[src/rtl/izc_pkg.sv]
package izc_pkg;

    // Register word addresses
    typedef enum logic [2:0] {
        A_TXTHR   = 3'd0,
        A_RXTHR   = 3'd1,
        A_MASK    = 3'd2,
        A_RAW     = 3'd3,
        A_MSKSTS  = 3'd4,
        A_TXLVL   = 3'd5,
        A_RXLVL   = 3'd6,
        A_CLR     = 3'd7
    } izc_addr_e;

    localparam int NSRC = 5;
    localparam int NERR = 3;

    // Status vector, MSB first: bit4 .. bit0
    typedef struct packed {
        logic rx_high;
        logic rx_ovf;
        logic rx_unf;
        logic tx_ovf;
        logic tx_low;
    } izc_src_t;

    // Error sources in the order of status bits 1..3
    typedef struct packed {
        logic rx_ovf;
        logic rx_unf;
        logic tx_ovf;
    } izc_err_t;

    function automatic logic below_depth(input logic [31:0] value, input int depth);
        return value < 32'(depth);
    endfunction

endpackage

[src/rtl/izc_cfg_regs.sv]
module izc_cfg_regs
    import izc_pkg::*;
#(
    parameter int DEPTH  = 8,
    parameter int DATA_W = 16,
    parameter int LVL_W  = 4
) (
    input  logic              clk,
    input  logic              rst,
    input  logic              wr_en,
    input  logic [2:0]        wr_addr,
    input  logic [DATA_W-1:0] wr_data,
    output logic [LVL_W-1:0]  tx_thr,
    output logic [LVL_W-1:0]  rx_thr,
    output logic [NSRC-1:0]   mask
);
    logic [LVL_W-1:0] thr_q [2];
    logic             data_ok;

    assign data_ok = below_depth(32'(wr_data), DEPTH);

    // One threshold register per direction; out-of-range values are dropped
    for (genvar g = 0; g < 2; g++) begin : g_thr
        localparam logic [2:0] SEL = (g == 0) ? A_TXTHR : A_RXTHR;
        always_ff @(posedge clk) begin
            if (rst) begin
                thr_q[g] <= '0;
            end else if (wr_en && wr_addr == SEL && data_ok) begin
                thr_q[g] <= wr_data[LVL_W-1:0];
            end
        end
    end

    always_ff @(posedge clk) begin
        if (rst) begin
            mask <= '0;
        end else if (wr_en && wr_addr == A_MASK) begin
            mask <= wr_data[NSRC-1:0];
        end
    end

    assign tx_thr = thr_q[0];
    assign rx_thr = thr_q[1];

endmodule

[src/rtl/izc_level_cmp.sv]
module izc_level_cmp #(
    parameter int LVL_W = 4
) (
    input  logic [LVL_W-1:0] tx_level,
    input  logic [LVL_W-1:0] rx_level,
    input  logic [LVL_W-1:0] tx_thr,
    input  logic [LVL_W-1:0] rx_thr,
    output logic             tx_low,
    output logic             rx_high
);
    // Pure level compare: no state, so bits follow the counts directly
    always_comb begin
        tx_low  = (tx_level <= tx_thr);
        rx_high = (rx_level >  rx_thr);
    end
endmodule

[src/rtl/izc_err_flags.sv]
module izc_err_flags
    import izc_pkg::*;
#(
    parameter int DEPTH = 8,
    parameter int LVL_W = 4
) (
    input  logic             clk,
    input  logic             rst,
    input  logic [LVL_W-1:0] tx_level,
    input  logic [LVL_W-1:0] rx_level,
    input  logic             tx_push,
    input  logic             rx_push,
    input  logic             rx_pop,
    input  logic             clr,
    output izc_err_t         flags
);
    localparam logic [LVL_W-1:0] FULL = LVL_W'(DEPTH);

    izc_err_t        evt;
    logic [NERR-1:0] evt_v;
    logic [NERR-1:0] flag_q;

    always_comb begin
        evt.tx_ovf = tx_push && (tx_level == FULL);
        evt.rx_ovf = rx_push && (rx_level == FULL);
        evt.rx_unf = rx_pop  && (rx_level == '0);
    end

    assign evt_v = evt;

    // Sticky flags: a new event has priority over the clear
    for (genvar i = 0; i < NERR; i++) begin : g_flag
        always_ff @(posedge clk) begin
            if (rst) begin
                flag_q[i] <= 1'b0;
            end else if (evt_v[i]) begin
                flag_q[i] <= 1'b1;
            end else if (clr) begin
                flag_q[i] <= 1'b0;
            end
        end
    end

    assign flags = flag_q;

endmodule

[src/rtl/fifo_irq_ctrl.sv]
module fifo_irq_ctrl
    import izc_pkg::*;
#(
    parameter int DEPTH  = 8,
    parameter int DATA_W = 16,
    parameter int LVL_W  = $clog2(DEPTH + 1)
) (
    input  logic              clk,
    input  logic              rst,
    input  logic              reg_wr,
    input  logic              reg_rd,
    input  logic [2:0]        reg_addr,
    input  logic [DATA_W-1:0] reg_wdata,
    output logic [DATA_W-1:0] reg_rdata,
    output logic              reg_rvalid,
    input  logic [LVL_W-1:0]  tx_level,
    input  logic [LVL_W-1:0]  rx_level,
    input  logic              tx_push,
    input  logic              rx_push,
    input  logic              rx_pop,
    output logic              irq
);
    logic [LVL_W-1:0]  tx_thr;
    logic [LVL_W-1:0]  rx_thr;
    logic [NSRC-1:0]   mask_q;
    logic              tx_low;
    logic              rx_high;
    logic              clr_rd;
    izc_err_t          err;
    izc_src_t          raw;
    logic [NSRC-1:0]   raw_vec;
    logic [NSRC-1:0]   msk_vec;
    logic [DATA_W-1:0] rd_mux;

    assign clr_rd = reg_rd && (reg_addr == A_CLR);

    izc_cfg_regs #(.DEPTH(DEPTH), .DATA_W(DATA_W), .LVL_W(LVL_W)) u_cfg (
        .clk(clk), .rst(rst), .wr_en(reg_wr), .wr_addr(reg_addr),
        .wr_data(reg_wdata), .tx_thr(tx_thr), .rx_thr(rx_thr), .mask(mask_q)
    );

    izc_level_cmp #(.LVL_W(LVL_W)) u_cmp (
        .tx_level(tx_level), .rx_level(rx_level), .tx_thr(tx_thr),
        .rx_thr(rx_thr), .tx_low(tx_low), .rx_high(rx_high)
    );

    izc_err_flags #(.DEPTH(DEPTH), .LVL_W(LVL_W)) u_err (
        .clk(clk), .rst(rst), .tx_level(tx_level), .rx_level(rx_level),
        .tx_push(tx_push), .rx_push(rx_push), .rx_pop(rx_pop),
        .clr(clr_rd), .flags(err)
    );

    always_comb begin
        raw.tx_low  = tx_low;
        raw.tx_ovf  = err.tx_ovf;
        raw.rx_unf  = err.rx_unf;
        raw.rx_ovf  = err.rx_ovf;
        raw.rx_high = rx_high;
    end

    assign raw_vec = raw;
    assign msk_vec = raw_vec & mask_q;

    always_comb begin
        case (izc_addr_e'(reg_addr))
            A_TXTHR:  rd_mux = DATA_W'(tx_thr);
            A_RXTHR:  rd_mux = DATA_W'(rx_thr);
            A_MASK:   rd_mux = DATA_W'(mask_q);
            A_RAW:    rd_mux = DATA_W'(raw_vec);
            A_MSKSTS: rd_mux = DATA_W'(msk_vec);
            A_TXLVL:  rd_mux = DATA_W'(tx_level);
            A_RXLVL:  rd_mux = DATA_W'(rx_level);
            default:  rd_mux = DATA_W'({err, 1'b0});
        endcase
    end

    always_ff @(posedge clk) begin
        if (rst) begin
            reg_rdata  <= '0;
            reg_rvalid <= 1'b0;
            irq        <= 1'b0;
        end else begin
            reg_rvalid <= reg_rd;
            if (reg_rd) begin
                reg_rdata <= rd_mux;
            end
            irq <= |msk_vec;
        end
    end

endmodule

[config.mk]
export PLATFORM = sky130hd
export DESIGN_NAME = fifo_irq_ctrl
export DESIGN_NICKNAME = d
export VERILOG_FILES = /design/src/rtl/izc_pkg.sv /design/src/rtl/izc_cfg_regs.sv /design/src/rtl/izc_level_cmp.sv /design/src/rtl/izc_err_flags.sv /design/src/rtl/fifo_irq_ctrl.sv
export SDC_FILE = /design/constraint.sdc
export NUM_CORES = 1
export LEC_CHECK = 0
export ABC_AREA = 1
export CORE_ASPECT_RATIO = 0.6
export CORE_MARGIN = 3
export CORE_UTILIZATION = 47
export DETAILED_ROUTE_END_ITERATION = 8
export PLACE_DENSITY_LB_ADDON = 0.12
export SLEW_MARGIN = 20
export SYNTH_ARGS = -nofsm -noshare
export SYNTH_HDL_FRONTEND = slang
export SYNTH_HIERARCHICAL = 1
export SYNTH_SLANG_ARGS = --single-unit
[constraint.sdc]
create_clock -name clk -period 1.6 [get_ports clk]
set_input_delay 0.32 -clock clk [delete_from_list [all_inputs] [get_ports clk]]
set_output_delay 0.32 -clock clk [all_outputs]
set_load 0.05 [all_outputs]
==> impl_metrics.ini <==
[synth]
synth_area_um2 = 1670
yosys_register_bits = 23
yosysTopAreaCellShare_pct = 17.9
synth_ff_type = dfxtp_1
avgSynthCellArea_um2 = 6.83
netlist_instances = 245
yosys-top-cells-count = nand2_1, nor2_1, inv_1
ys.warnings.count = 6
synth_edf_count = 8
synthTopCellsByArea = dfxtp_1, edfxtp_1, nand2_1
yosysSeqAreaShare_pct = 32.3
post_synth_num_cell_types = 30
yosysTopAreaCell = dfxtp_1
yosysMostFrequentCell = nand2_1
async_flop_share_pct = 0

[clock_network]
clk_path_buf_depth = 2
numCtsBuffers = 3
cts_root_buffer = clkbuf_8
clock-sinks = 23
path_clk_slew_ps = 90
clk_latency_ps = 270
cts_tree = yes
h-tree-depth = 1

[worst_setup_path]
critPathKind = flip-flop to flip-flop
path_cells = inv_2 -> ha_4 -> a21oi_2 -> nand2_1 -> nand2_2 -> nand2_2 -> inv_2 -> nand3_2 -> nand2_1 -> nor2_1 -> nand2_1 -> nand2_1 -> a21oi_1
slowest_stage = edfxtp_1
cpPeakStageDelay_ps = 440
crit_required_ps = 1810
worst_setup_path_end_kind = flip-flop
path_max_fanout = 2
cp-start-kind = flip-flop
cp_common_cell = nand2_1
worstPathArrival_ps = 1850

[detailed_routing]
via_per_inst = 4.93
drt_iter0_drc = 186
drtPass1Iterations = 4
ant_nets = 0
vias = 1769
wl_per_cell_um = 13.1
drc_errors = 0
routed_wl_um = 4710

[layout]
layout.nets = 357
drive_gt1_share_pct = 23.9
fill_cells = 325
synthToLayoutAreaGrowth_pct = 41.6
final_cell_count_no_fill = 359
seq_area_um2 = 541
fin_area_um2 = 2370
multi_input_area_um2 = 981
num_antenna_cells = 0
final_core_utilization_pct = 70.9

[sta]
final.setup_skew_ps = 7.50
rsz0062_at_grt = yes
layout_setup_ws_ps = -40.6
finalCritPeriodShare_pct = 103
max_freq_mhz = 610
setup_viol = 1
hold_viol = 0
maxSlewViolCount = 0
finalCriticalPeriod_ps = 1640

[power]
irDropWorstVdd_mv = 0.448
clockPowerShare_pct = 24.7
p_per_area_nw_per_um2 = 628
switching_share_pct = 32.6
combPwrFrac_pct = 31.5
internal_power_mw = 1.00
seqPwrFrac_pct = 43.8
leakage_nw = 1.20
p_sw_mw = 0.485

[floorplanning]
die_w_um = 83.1
pin_count = 52
die_area_um2 = 4340
num_rows = 16
core_um2 = 3340
start_util_pct = 50.1
die_h_um = 52.2

[min_path]
hp-class = flip-flop to flip-flop

[global_route]
grtUsageTotal_pct = 22.1
grt_pass1_wl_um = 7430
grt_start_max_net_pins = 13
grt.overflow.total = 0
grt_antenna_before_repair = 0
grt_pass1_vias = 1568

[flow_run]
cap_violations = 0

[placement]
place_inst = 350
gp_congestion = 0.928
dpl_cell_area_um2 = 2220
hpwl_um = 3760
io_buffers = 40

[outcome]
violations = negative setup slack
status = complete, but fails checks
==> power groups by stage <==
stage,sequential [mW],clock (mW),combinational [mW]
after detailed placement,0.664,0,0.430
after global placement,0.663,0,0.423
after floorplan,0.690,0,0.232
after CTS,0.651,0.376,0.443
final,0.651,0.368,0.469
after global routing,0.654,0.404,0.508
==> state kept, by name (all words and copies together), names as in the netlist <==
| register | count |
|---|---|
| u_err/flags | 3 |
| irq | 1 |
| reg_rvalid | 1 |
| reg_rdata | 5 |
| u_cfg/mask | 5 |
| u_cfg/thr_q | 8 |
==> final cells by class <==
| type | count | share of cell area, % |
|---|---|---|
| well taps | 45 | 2.38 |
| multi-input cells | 179 | 41.4 |
| repair buffers | 69 | 25.3 |
| flip-flops and latches | 23 | 22.8 |
| clock buffers | 4 | 1.90 |
| inverters | 39 | 6.18 |
==> cells by family (layout without fill, tap and decap cells) <==
logic type / count (synthesis) / after routing / share of synthesized area (%)
flip-flops: 23 / 23 / 32.3
other: 2 / 13 / 0.449
AO/OA/AOI/OAI: 17 / 17 / 5.98
adder cells (fa/ha/maj): 8 / 8 / 5.98
AND/OR/NAND/NOR: 141 / 141 / 39.5
buffers and inverters: 54 / 112 / 15.8
==> repair_timing <==
| action | in CTS | in global routing |
|---|---|---|
| hold buffers | 0 | 0 |
| buffers inserted | 2 | 3 |
| resized for setup | 13 | 14 |
| pin swaps | 9 | 15 |
| endpoints found under the hold margin | 0 | 0 |
| setup endpoints to repair | 3 | 15 |
| gates cloned | 0 | 0 |
==> layout by cell type, fill, tap and decap left out <==
| cell | n |
|---|---|
| edfxtp_1 | 8 |
| a31oi_1 | 1 |
| nor2_4 | 3 |
| nor2_1 | 38 |
| inv_2 | 10 |
| nor3_2 | 1 |
| conb_1 | 13 |
| o21ai_0 | 2 |
| nand3_2 | 2 |
| nand4_2 | 3 |
| nor3_1 | 1 |
| o21ai_1 | 4 |
| dfxtp_1 | 15 |
| ha_1 | 5 |
| a21oi_1 | 5 |
| clkdlybuf4s50_1 | 24 |
| nor2_2 | 4 |
| buf_4 | 35 |
| o211ai_2 | 1 |
| inv_1 | 29 |
| dlymetal6s2s_1 | 2 |
| nand3_1 | 10 |
| clkbuf_1 | 1 |
| clkbuf_8 | 3 |
| nor4_1 | 1 |
| nand3b_1 | 3 |
| buf_6 | 1 |
| o21bai_1 | 1 |
| nand2_2 | 5 |
| ha_4 | 3 |
| a21oi_2 | 3 |
| dlygate4sd2_1 | 7 |
| nand2_1 | 58 |
| nor3_4 | 1 |
| nand4_1 | 11 |
==> metrics by stage <==
step	setup TNS (ps)	worst slack, ps	total power [mW]	hold slack, ps
global route	-174	-114	1.57	516
detailed placement	-5110	-449	1.09	462
global placement	-4610	-417	1.09	457
floorplan	0	164	0.922	382
CTS	0	3.18	1.47	475
finish	-40.6	-40.6	1.49	471
==> metal layers <==
layer	up-vias	track usage, %	share of wire, %
met2	82	34.0	41
met1	784	31.4	46
met4	0	5.43	2.0
met5	-	0	0
met3	10	5.34	11
li1	893	-	-
==> critical path: cells and delay by family, from the launching register on <==
family	cells	cell delay, ps
AND/OR/NAND/NOR	8	480
buffers and inverters	2	160
adder cells (fa/ha/maj)	1	210
flip-flops	1	440
AO/OA/AOI/OAI	2	290
==> final timing paths <==
| kind | from | endpoint | slack (ps) | depth (start not counted) |
|---|---|---|---|---|
| max | u_cfg/thr_q[0][3] | reg_rdata[0] | -40 | 13 |
| min | reg_rdata[0] | reg_rdata[0] | 470 | 2 |
| max reg2reg | u_cfg/thr_q[0][3] | reg_rdata[0] | -40 | 13 |
| min reg2reg | reg_rdata[0] | reg_rdata[0] | 470 | 2 |
Note: power is estimated with default switching activity, not from simulation.
